==> config.mk <==
export PLATFORM = sky130hd
export DESIGN_NAME = i2c_rx_byte_stage
export DESIGN_NICKNAME = d
export VERILOG_FILES = /design/src/rtl/rxb_pkg.sv /design/src/rtl/rxb_bit_engine.sv /design/src/rtl/rxb_hold_stage.sv /design/src/rtl/rxb_flow_ctl.sv /design/src/rtl/i2c_rx_byte_stage.sv
export SDC_FILE = /design/constraint.sdc
export NUM_CORES = 1
export LEC_CHECK = 0
export BUFFER_PORTS_ARGS = -buffer_cell sky130_fd_sc_hd__buf_2
export CORE_ASPECT_RATIO = 0.6
export CORE_UTILIZATION = 45
export DETAILED_ROUTE_END_ITERATION = 12
export PLACE_DENSITY = 0.66
export SYNTH_ARGS = -nofsm -noshare
export SYNTH_HDL_FRONTEND = slang
export SYNTH_HIERARCHICAL = 1
export SYNTH_SLANG_ARGS = --single-unit
==> constraint.sdc <==
create_clock -name clk -period 2.2 [get_ports clk]
set_input_delay 0.55 -clock clk [delete_from_list [all_inputs] [get_ports clk]]
set_output_delay 0.55 -clock clk [all_outputs]
set_load 0.05 [all_outputs]
==> src/rtl/rxb_pkg.sv <==
package rxb_pkg;

  typedef enum logic [2:0] {
    PH_IDLE     = 3'd0,
    PH_RECV     = 3'd1,
    PH_ACK_WAIT = 3'd2,
    PH_ACK_SLOT = 3'd3,
    PH_ACK_END  = 3'd4
  } rx_phase_e;

endpackage

==> src/rtl/rxb_bit_engine.sv <==
module rxb_bit_engine
  import rxb_pkg::*;
#(
  parameter int DATA_W = 8
) (
  input  logic              clk,
  input  logic              rst_n,
  input  logic              bus_clr,
  input  logic              start_rd,
  input  logic              scl_rise_p,
  input  logic              scl_fall_dly_p,
  input  logic              sda_lvl,
  input  logic              ack_gen,
  input  logic              pend_in,
  output rx_phase_e         phase_o,
  output logic [DATA_W-1:0] shreg_o,
  output logic [DATA_W-1:0] next_byte_o,
  output logic              byte_done_o,
  output logic              sda_pull_o,
  output logic              done_o
);

  localparam int CNT_W = (DATA_W > 1) ? $clog2(DATA_W) : 1;
  localparam logic [CNT_W-1:0] LAST_BIT = CNT_W'(DATA_W - 1);

  // Shift one bus bit in at the low end; earlier bits move toward the MSB.
  function automatic logic [DATA_W-1:0] shift_in(input logic [DATA_W-1:0] cur,
                                                 input logic bit_in);
    logic [DATA_W-1:0] r;
    r = cur << 1;
    r[0] = bit_in;
    return r;
  endfunction

  function automatic logic [CNT_W-1:0] cnt_inc(input logic [CNT_W-1:0] c);
    return c + CNT_W'(1);
  endfunction

  rx_phase_e         phase_q;
  logic [CNT_W-1:0]  cnt_q;
  logic [DATA_W-1:0] shreg_q;
  logic              ack_q;
  logic              done_q;
  logic              arm_ok;

  assign arm_ok      = start_rd && (phase_q == PH_IDLE) && !pend_in;
  assign next_byte_o = shift_in(shreg_q, sda_lvl);
  assign byte_done_o = !bus_clr && (phase_q == PH_RECV) && scl_rise_p
                       && (cnt_q == LAST_BIT);

  always_ff @(posedge clk or negedge rst_n) begin
    if (!rst_n) begin
      phase_q <= PH_IDLE;
      cnt_q   <= '0;
      shreg_q <= '0;
      ack_q   <= 1'b0;
      done_q  <= 1'b0;
    end else begin
      done_q <= 1'b0;
      if (bus_clr) begin
        phase_q <= PH_IDLE;
        cnt_q   <= '0;
        ack_q   <= 1'b0;
      end else begin
        unique case (phase_q)
          PH_IDLE: begin
            if (arm_ok) begin
              phase_q <= PH_RECV;
              cnt_q   <= '0;
            end
          end
          PH_RECV: begin
            if (scl_rise_p) begin
              shreg_q <= next_byte_o;
              cnt_q   <= cnt_inc(cnt_q);
              if (cnt_q == LAST_BIT) phase_q <= PH_ACK_WAIT;
            end
          end
          PH_ACK_WAIT: begin
            if (scl_fall_dly_p) begin
              phase_q <= PH_ACK_SLOT;
              ack_q   <= ack_gen;
            end
          end
          PH_ACK_SLOT: begin
            if (scl_rise_p) phase_q <= PH_ACK_END;
          end
          PH_ACK_END: begin
            if (scl_fall_dly_p) begin
              phase_q <= PH_IDLE;
              ack_q   <= 1'b0;
              done_q  <= 1'b1;
              cnt_q   <= '0;
            end
          end
          default: phase_q <= PH_IDLE;
        endcase
      end
    end
  end

  assign phase_o    = phase_q;
  assign shreg_o    = shreg_q;
  assign sda_pull_o = ack_q;
  assign done_o     = done_q;

endmodule

==> src/rtl/rxb_hold_stage.sv <==
module rxb_hold_stage #(
  parameter int DATA_W = 8
) (
  input  logic              clk,
  input  logic              rst_n,
  input  logic              byte_done,
  input  logic [DATA_W-1:0] next_byte,
  input  logic [DATA_W-1:0] pend_src,
  input  logic              rd_confirm,
  output logic              valid_o,
  output logic [DATA_W-1:0] data_o,
  output logic              pend_o
);

  logic              valid_q;
  logic              pend_q;
  logic [DATA_W-1:0] data_q;

  always_ff @(posedge clk or negedge rst_n) begin
    if (!rst_n) begin
      valid_q <= 1'b0;
      pend_q  <= 1'b0;
      data_q  <= '0;
    end else if (byte_done) begin
      if (!valid_q || rd_confirm) begin
        data_q  <= next_byte;
        valid_q <= 1'b1;
      end else begin
        pend_q <= 1'b1;
      end
    end else if (rd_confirm) begin
      if (pend_q) begin
        data_q  <= pend_src;
        valid_q <= 1'b1;
        pend_q  <= 1'b0;
      end else begin
        valid_q <= 1'b0;
      end
    end
  end

  assign valid_o = valid_q;
  assign data_o  = data_q;
  assign pend_o  = pend_q;

endmodule

==> src/rtl/rxb_flow_ctl.sv <==
module rxb_flow_ctl
  import rxb_pkg::*;
(
  input  rx_phase_e phase,
  input  logic      pend,
  output logic      scl_hold_o,
  output logic      ready_o
);

  assign scl_hold_o = pend && (phase == PH_ACK_SLOT);
  assign ready_o    = (phase == PH_IDLE) && !pend;

endmodule

==> src/rtl/i2c_rx_byte_stage.sv <==
module i2c_rx_byte_stage
  import rxb_pkg::*;
#(
  parameter int DATA_W = 8
) (
  input  logic              clk,
  input  logic              rst_n,
  input  logic              bus_clr,
  input  logic              start_rd,
  input  logic              scl_rise_p,
  input  logic              scl_fall_dly_p,
  input  logic              sda_lvl,
  input  logic              ack_gen,
  input  logic              rd_confirm,
  output logic              sda_pull_low,
  output logic              scl_hold_low,
  output logic              rx_done,
  output logic              byte_valid,
  output logic [DATA_W-1:0] byte_data,
  output logic              rx_ready
);

  rx_phase_e         phase_w;
  logic [DATA_W-1:0] shreg_w;
  logic [DATA_W-1:0] next_byte_w;
  logic              byte_done_w;
  logic              pend_w;

  rxb_bit_engine #(.DATA_W(DATA_W)) u_engine (
    .clk            (clk),
    .rst_n          (rst_n),
    .bus_clr        (bus_clr),
    .start_rd       (start_rd),
    .scl_rise_p     (scl_rise_p),
    .scl_fall_dly_p (scl_fall_dly_p),
    .sda_lvl        (sda_lvl),
    .ack_gen        (ack_gen),
    .pend_in        (pend_w),
    .phase_o        (phase_w),
    .shreg_o        (shreg_w),
    .next_byte_o    (next_byte_w),
    .byte_done_o    (byte_done_w),
    .sda_pull_o     (sda_pull_low),
    .done_o         (rx_done)
  );

  rxb_hold_stage #(.DATA_W(DATA_W)) u_hold (
    .clk        (clk),
    .rst_n      (rst_n),
    .byte_done  (byte_done_w),
    .next_byte  (next_byte_w),
    .pend_src   (shreg_w),
    .rd_confirm (rd_confirm),
    .valid_o    (byte_valid),
    .data_o     (byte_data),
    .pend_o     (pend_w)
  );

  rxb_flow_ctl u_flow (
    .phase      (phase_w),
    .pend       (pend_w),
    .scl_hold_o (scl_hold_low),
    .ready_o    (rx_ready)
  );

endmodule

==> results of run 1 <==
[state kept, by name, indices dropped and copies added (netlist names)]
signal / cells
u_hold/pend_o: 1
u_hold/data_o: 8
u_engine/phase_o: 3
u_engine/shreg_o: 8
u_hold/valid_o: 1
u_engine/cnt_q: 3
u_engine/done_o: 1
u_engine/sda_pull_o: 1
[kinds of logic (layout without fill, tap and decap cells)]
logic type | count (synthesis) | count (layout) | synth area share, %
adder cells (fa/ha/maj) | 2 | 2 | 1.763
AO/OA/AOI/OAI | 16 | 16 | 7.937
flip-flops | 26 | 26 | 45.86
multiplexers | 17 | 17 | 15.87
AND/OR/NAND/NOR | 51 | 51 | 20.90
buffers and inverters | 14 | 32 | 7.672
[metal layers]
layer	share of wire, %	GRT usage (%)
met1	50	22.56
met3	5.5	5.531
met5	0	0
met2	44	23.78
met4	0.58	3.396
[Yosys cell counts, drive strengths merged]
cell,n
inv,2
a21oi,6
buf,12
o21ai,6
nand2,29
nor2,5
nand2b,4
o211ai,1
mux2,17
a21boi,1
nor3,3
nand3,2
nand3b,1
ha,2
dfrtp,26
and4b,2
a22o,2
nand4b,1
nor2b,3
nor4,1
[layout make-up]
class                           count  area [sq um]
Multi-Input combinational cell     86         659.4
Sequential cell                    26         650.6
Tap cell                           42         52.55
Clock inverter                      1         30.03
Timing Repair Buffer               26         142.6
Clock buffer                        3         41.29
Fill cell                         268          1344
Inverter                            2         7.507
[where the power goes]
part	internal, mW	switching, mW
clock	0.244	0.153
combinational	0.0549	0.0647
sequential	0.514	0.0360
total	0.812	0.254
[final timing paths]
path,to,cells past startpoint
min reg2reg,u_engine/shreg_o[7],2
min in group clk,u_engine/shreg_o[7],2
min,u_hold/data_o[5],1
max,scl_hold_low,3
max reg2reg,u_hold/data_o[1],7
max in group asynchronous,u_engine/phase_o[1],1
[per-stage QoR]
| step | instance area, sq um | cells |
|---|---|---|
| after floorplan | 1419 | 126 |
| after global placement | 1513 | 182 |
| after detailed placement | 1513 | 182 |
| after CTS | 1584 | 186 |
| after global routing | 1584 | 186 |
| final | 1584 | 186 |
[critical path, stage by stage (launching register included)]
cell and delay [ps]:
dfrtp_1 410, buf_4 180, and4b_2 260, buf_2 260
==> out/results.ini, run 1 <==
[timing]
relSlewSlack_pct=61.90
worst_pin_slew_ps=571.5
post-route-period-util_pct=88.26
period_minus_slack_ps=1942
setup_tns_ps=0
finalHoldViolations=0
max_freq_mhz=515.0
worst_clock_skew_ps=10.68
setup_viol=0
fin_hold_ws_ps=255.3
slew_viol_final=0
rsz0062_at_grt=no
fin_ws_ps=258.3

[pwr]
peakVddDrop_mv=0.3172
power_mw=1.066
p_per_area_nw_per_um2=673.1
p_leak_nw=0.8090

[global_route]
grt_max_degree=27
grt.total_usage_pct=15.98
antenna_found_initial=0
gr-total-overflow=0
grt_pass1_vias=830
grt_pass1_wl_um=3891

[critical_path]
critPathLaunch=u_engine/phase_o[2]
worstReg2RegStart=u_engine/phase_o[1]
worstSetupPathType=reg -> out
rrSetupSlack_ps=400
required_ps=1650
crit_fanout=11
worstPathArrival_ps=1390
cp-end-kind=primary output
worstSetupStartpointType=flip-flop

[clock_tree]
cts_resized=0
cts_hold_buf=0
post_cts_buffers=0
clock_latency_ps=280
cts_tree=done
cts_root_buf=clkbuf_8
cts_htree_levels=1
clkTransAtPathRegs_ps=100
numClockSinks=26
cts.path.max_buffers=2
cts_made_buffers=3

[finish]
insertedDiodeCount=0
layout_common_cells=29 x nand2_1, 26 x dfrtp_1, 21 x buf_2
final_common_cell=nand2_1
area_growth_pct=11.64
fin_nets=156
layout-drive-gt1-share_pct=36.11
fin_util_pct=54.10

[flow_run]
cap_violations=0

[yosys]
ys_warn_count=6
synth-seq-area-share_pct=45.86
synth_cell_type_count=31
synthTopCellsByArea=dfrtp_1 46%, mux2_4 9.5%, nand2_1 7.7%
ys_ff_latch=26
syn_inst=126
yosysTopAreaCellShare_pct=45.86
synth_top_area_cell=dfrtp_1
synth_fp_nets=137
synth_area_sq_um=1419
avgSynthCellArea_sq_um=11.26

[drt]
wl_per_cell_um=12.94
firstDrtPassIters=4
vias=942
drt-total-wl_um=2407
vias_per_cell=5.065
postRouteAntennaNets=0
drc=0
drtIter0Drc=57

[floorplan]
num_io_pins=22
die-area_sq_um=3389
dieHeight_um=45.50
std_cell_rows=15
core-area_sq_um=2928
dieWidth_um=74.49
initial_utilization_pct=48.46

[placement]
pre_cts_slack_ps=131.9
gp_routability_congestion=0.8522
io_buffers=21
hpwl_um=1741

[outcome]
status=finished, final reports clean

[min_path]
min_path_type=in -> async

Note: power is estimated with default switching activity, not from simulation.
==> run 2, diff against run 1 <==
--- a/config.mk
+++ b/config.mk
@@ -9,8 +9,9 @@
 export CORE_ASPECT_RATIO = 0.6
 export CORE_UTILIZATION = 45
 export DETAILED_ROUTE_END_ITERATION = 12
-export PLACE_DENSITY = 0.66
+export PLACE_DENSITY = 0.64
 export SYNTH_ARGS = -nofsm -noshare
 export SYNTH_HDL_FRONTEND = slang
 export SYNTH_HIERARCHICAL = 1
 export SYNTH_SLANG_ARGS = --single-unit
+export TNS_END_PERCENT = 30
==> out/results.ini, run 2 (synthesis gave the netlist of run 1 again) <==
[critical_path]
cp_cell_sequence=buf_4, and4b_2, buf_2  ; unchanged
rrSetupSlack_ps=360  ; was 400 ps
required_ps=1650  ; about the same
cp-end-kind=primary output  ; unchanged
cpPeakStageDelay_ps=430  ; was 410 ps
path_delay_family=buffers and inverters  ; unchanged
worstSetupPathType=reg -> out  ; unchanged
crit_slowest_cell=dfrtp_1  ; unchanged
worstSetupStartpointType=flip-flop  ; unchanged
crit_fanout=11  ; unchanged
r2r_cells=6  ; was 7
worstPathArrival_ps=1410  ; was 1390 ps
cp_num_cells=3  ; unchanged
crit_buf_inv=2  ; unchanged

[global_route]
grt_pass1_vias=855  ; was 830
gr-total-overflow=0  ; unchanged
grt_max_degree=27  ; unchanged
grt_pass1_wl_um=4202  ; was 3891 um
antenna_found_initial=0  ; unchanged
grt.total_usage_pct=17.49  ; was 15.98%

[timing]
worst_clock_skew_ps=7.991  ; was 10.68 ps
finalHoldViolations=0  ; unchanged
max_freq_mhz=509.9  ; was 515.0 MHz
rsz0062_at_grt=no  ; unchanged
slew_viol_final=0  ; unchanged
setup_viol=0  ; unchanged
post-route-period-util_pct=89.14  ; was 88.26%
period_minus_slack_ps=1961  ; was 1942 ps
worst_pin_slew_ps=582.0  ; was 571.5 ps
setup_tns_ps=0  ; unchanged
relSlewSlack_pct=61.20  ; was 61.90%

[finish]
layout-drive-gt1-share_pct=36.11  ; unchanged
layout_common_cells=29 x nand2_1, 26 x dfrtp_1, 21 x buf_2  ; unchanged
insertedDiodeCount=0  ; unchanged
area_growth_pct=11.64  ; unchanged
fin_cells=186  ; unchanged
fin_nets=156  ; unchanged
stdcell_area_sq_um=1584  ; unchanged
final_common_cell=nand2_1  ; unchanged

[clock_tree]
cts_root_buf=clkbuf_8  ; unchanged
numClockSinks=26  ; unchanged
cts_made_buffers=3  ; unchanged
cts.path.max_buffers=2  ; unchanged
clkTransAtPathRegs_ps=100  ; about the same
cts_resized=0  ; unchanged
cts_hold_buf=0  ; unchanged
cts_htree_levels=1  ; unchanged
post_cts_buffers=0  ; unchanged
clock_latency_ps=270  ; was 280 ps
cts_tree=done  ; unchanged

[drt]
drt-total-wl_um=2627  ; was 2407 um
vias_per_cell=5.059  ; was 5.065
firstDrtPassIters=4  ; unchanged
postRouteAntennaNets=0  ; unchanged
drtIter0Drc=46  ; was 57
vias=941  ; was 942
drc=0  ; unchanged
wl_per_cell_um=14.12  ; was 12.94 um

[flow_run]
cap_violations=0  ; unchanged

[placement]
gp_routability_congestion=0.8439  ; was 0.8522
dp_cells=182  ; unchanged
hpwl_um=1896  ; was 1741 um
io_buffers=21  ; unchanged
placed_area_sq_um=1513  ; unchanged

[floorplan]
std_cell_rows=15  ; unchanged
dieHeight_um=45.50  ; unchanged
core-area_sq_um=2928  ; unchanged
initial_utilization_pct=48.46  ; unchanged
dieWidth_um=74.49  ; unchanged
num_io_pins=22  ; unchanged
die-area_sq_um=3389  ; unchanged

[pwr]
p_per_area_nw_per_um2=673.7  ; was 673.1 nW/um^2
peakVddDrop_mv=0.4896  ; was 0.3172 mV
power_mw=1.067  ; was 1.066 mW
p_leak_nw=0.8090  ; unchanged

[outcome]
status=finished, final reports clean  ; unchanged

[min_path]
min_path_type=in -> async  ; unchanged

[run 2: cell counts in the layout (fill, tap and decap cells not counted)]
Identical to the previous run, type by type.
[run 2: where the power goes]
group / switching, mW / leakage [nW] / internal [mW]
registers: 0.0364 / 0.356 / 0.514
clock network: 0.153 / 0.0357 / 0.244
logic: 0.0653 / 0.418 / 0.0549
total: 0.255 / 0.809 / 0.812
[run 2: metrics by stage]
stage                     setup WS (ps)  hold WS (ps)  util (%)
final                             238.8         262.4     54.10
after global routing              198.1         301.9     54.10
after CTS                         224.0         278.6     54.10
after detailed placement          120.5         474.3     51.67
after global placement            185.3         463.0     51.67
after floorplan                   232.4         254.4         -
[run 2: per-layer routing]
layer	share of wire [%]	global-route usage, %
met4	0.30	2.264
met2	43	26.31
met3	4.5	5.310
met5	0	0
met1	52	25.56
[run 2: final cells by class]
type / instances / area [sq um]
well taps: 42 / 52.55
repair buffers: 26 / 142.6
flip-flops and latches: 26 / 650.6
multi-input cells: 86 / 659.4
fillers: 271 / 1344
clock inverters: 1 / 30.03
clock buffers: 3 / 41.29
inverters: 2 / 7.507
[run 2: worst paths after layout]
path,end,startpoint
hold reg to reg,u_engine/shreg_o[7],u_engine/shreg_o[7]
max in group asynchronous,u_engine/shreg_o[2],rst_n
hold / removal,u_hold/pend_o,rst_n
setup / recovery,scl_hold_low,u_engine/phase_o[2]
setup reg to reg,u_hold/data_o[7],u_engine/phase_o[1]
min in group clk,u_engine/shreg_o[7],u_engine/shreg_o[7]
==> run 3, diff against run 2 <==
--- a/config.mk
+++ b/config.mk
@@ -7,9 +7,9 @@
 export LEC_CHECK = 0
 export BUFFER_PORTS_ARGS = -buffer_cell sky130_fd_sc_hd__buf_2
 export CORE_ASPECT_RATIO = 0.6
-export CORE_UTILIZATION = 45
+export CORE_UTILIZATION = 48
 export DETAILED_ROUTE_END_ITERATION = 12
-export PLACE_DENSITY = 0.64
+export PLACE_DENSITY = 0.7
 export SYNTH_ARGS = -nofsm -noshare
 export SYNTH_HDL_FRONTEND = slang
 export SYNTH_HIERARCHICAL = 1
==> constraint.sdc (replaced) <==
create_clock -name clk -period 1.61 [get_ports clk]
set_input_delay 0.4025 -clock clk [delete_from_list [all_inputs] [get_ports clk]]
set_output_delay 0.4025 -clock clk [all_outputs]
set_load 0.05 [all_outputs]
==> out/results.ini, run 3 (synthesis gave the netlist of run 1 again) <==
[pwr]
power_mw=1.348  ; was 1.067 mW
p_leak_nw=0.8477  ; was 0.8090 nW
peakVddDrop_mv=0.4214  ; was 0.4896 mV
p_per_area_nw_per_um2=794.3  ; was 673.7 nW/um^2

[critical_path]
r2r_cells=6  ; unchanged
path_delay_family=multiplexers  ; was buffers and inverters
cpPeakStageDelay_ps=430  ; about the same
cp_cell_sequence=nor3_4, nand3_2, nor2_4, buf_12, mux2_1, mux2_4  ; was buf_4, and4b_2, buf_2
worstSetupPathType=reg -> reg  ; was reg -> out
worstReg2RegStart=u_engine/phase_o[1]  ; unchanged
required_ps=1760  ; was 1650 ps
cp-end-kind=flip-flop  ; was primary output
crit_fanout=10  ; was 11
crit_buf_inv=1  ; was 2
crit_slowest_cell=dfrtp_1  ; unchanged
worstSetupStartpointType=flip-flop  ; unchanged
rrSetupSlack_ps=-130  ; was 360 ps
worstPathArrival_ps=1890  ; was 1410 ps
worstReg2RegEnd=u_hold/data_o[0]  ; was u_hold/data_o[7]

[finish]
insertedDiodeCount=0  ; unchanged
area_growth_pct=19.58  ; was 11.64%
fin_cells=192  ; was 186
final_common_cell=nand2_1  ; unchanged
layout_common_cells=29 x nand2_1, 25 x dfrtp_1, 19 x buf_2  ; was 29 x nand2_1, 26 x dfrtp_1, 21 x buf_2
fin_nets=164  ; was 156
stdcell_area_sq_um=1697  ; was 1584 sq um
layout-drive-gt1-share_pct=42.76  ; was 36.11%
fillers=202  ; was 271

[min_path]
min_path_type=in -> async  ; unchanged

[timing]
rsz0062_at_grt=yes  ; was no
relSlewSlack_pct=62.32  ; was 61.20%
max_freq_mhz=574.1
worst_clock_skew_ps=3.060  ; was 7.991 ps
fin_ws_ps=-131.8  ; was 238.8 ps
setup_tns_ps=-1019  ; was 0 ps
post-route-period-util_pct=108.2
slew_viol_final=0  ; unchanged
setup_viol=10  ; was 0
finalHoldViolations=0  ; unchanged
worst_pin_slew_ps=565.2  ; was 582.0 ps
period_minus_slack_ps=1742

[global_route]
grt_pass1_vias=941  ; was 855
grt_max_degree=27  ; unchanged
gr-total-overflow=0  ; unchanged
grt.total_usage_pct=19.13  ; was 17.49%
antenna_found_initial=0  ; unchanged
grt_pass1_wl_um=4498  ; was 4202 um

[clock_tree]
cts.path.max_buffers=2  ; unchanged
cts_root_buf=clkbuf_8  ; unchanged
cts_tree=done  ; unchanged
cts_made_buffers=3  ; unchanged
numClockSinks=26  ; unchanged
cts_htree_levels=1  ; unchanged
cts_hold_buf=0  ; unchanged
clkTransAtPathRegs_ps=80  ; was 100 ps
clock_latency_ps=260  ; was 270 ps

[floorplan]
dieWidth_um=72.19  ; was 74.49 um
core-area_sq_um=2645  ; was 2928 sq um
num_io_pins=22  ; unchanged
std_cell_rows=14  ; was 15
die-area_sq_um=3185  ; was 3389 sq um
initial_utilization_pct=53.64  ; was 48.46%
dieHeight_um=44.12  ; was 45.50 um

[placement]
dp_cells=186  ; was 182
gp_routability_congestion=0.9267  ; was 0.8439
hpwl_um=1977  ; was 1896 um
placed_area_sq_um=1577  ; was 1513 sq um
io_buffers=21  ; unchanged

[drt]
wl_per_cell_um=14.17  ; was 14.12 um
postRouteAntennaNets=0  ; unchanged
firstDrtPassIters=4  ; unchanged
drtIter0Drc=55  ; was 46
drt-total-wl_um=2720  ; was 2627 um
vias_per_cell=4.984  ; was 5.059
drc=0  ; unchanged
vias=957  ; was 941

[outcome]
violations=setup timing
status=finished, violations left  ; was finished, final reports clean

[flow_run]
cap_violations=0  ; unchanged

==> run 3: routing by layer <==
layer / global-route usage [%] / up-vias / part of all wire [%]
met1: 25.92 / 461 / 53
li1: - / 476 / -
met4: 2.353 / 0 / 0.29
met5: 0 / - / 0
met2: 31.96 / 18 / 44
met3: 5.467 / 2 / 3.2
==> run 3: report_power, final <==
group	internal (mW)	switching (mW)
registers	0.702	0.0552
logic	0.0886	0.0969
clock network	0.218	0.187
total	1.01	0.339
==> run 3: cell type report <==
type	count	area (sq um)	share of cell area, %
Multi-Input combinational cell	86	696.9	41.08
Sequential cell	26	651.9	38.42
Timing Repair Buffer	34	235.2	13.86
Clock buffer	4	55.05	3.245
Tap cell	40	50.05	2.950
Inverter	2	7.507	0.4425
==> run 3: worst max-delay path by stage <==
stage | start | end | slack, ps | cells after the start
after floorplan | u_engine/phase_o[0] | rx_ready | -210 | 1
after global placement | bus_clr | u_hold/data_o[5] | -190 | 7
after detailed placement | bus_clr | u_hold/data_o[0] | -210 | 7
after CTS | u_engine/phase_o[2] | scl_hold_low | -130 | 3
after global routing | u_engine/phase_o[1] | rx_ready | -180 | 3
final | u_engine/phase_o[1] | u_hold/data_o[0] | -130 | 6
==> run 3: metrics by stage <==
stage,worst slack (ps),hold WS (ps),util [%]
global route,-179.1,158.9,64.14
global placement,-195.0,413.4,59.60
floorplan,-210.1,106.9,-
finish,-131.8,123.7,64.14
detailed placement,-211.7,422.0,59.60
CTS,-130.7,136.6,62.82
==> run 3: repair_timing <==
action,in CTS,in global routing
endpoints found under the hold margin,0,0
setup endpoints to repair,10,10
resized for setup,8,5
pin swaps,0,1
setup buffers,1,1
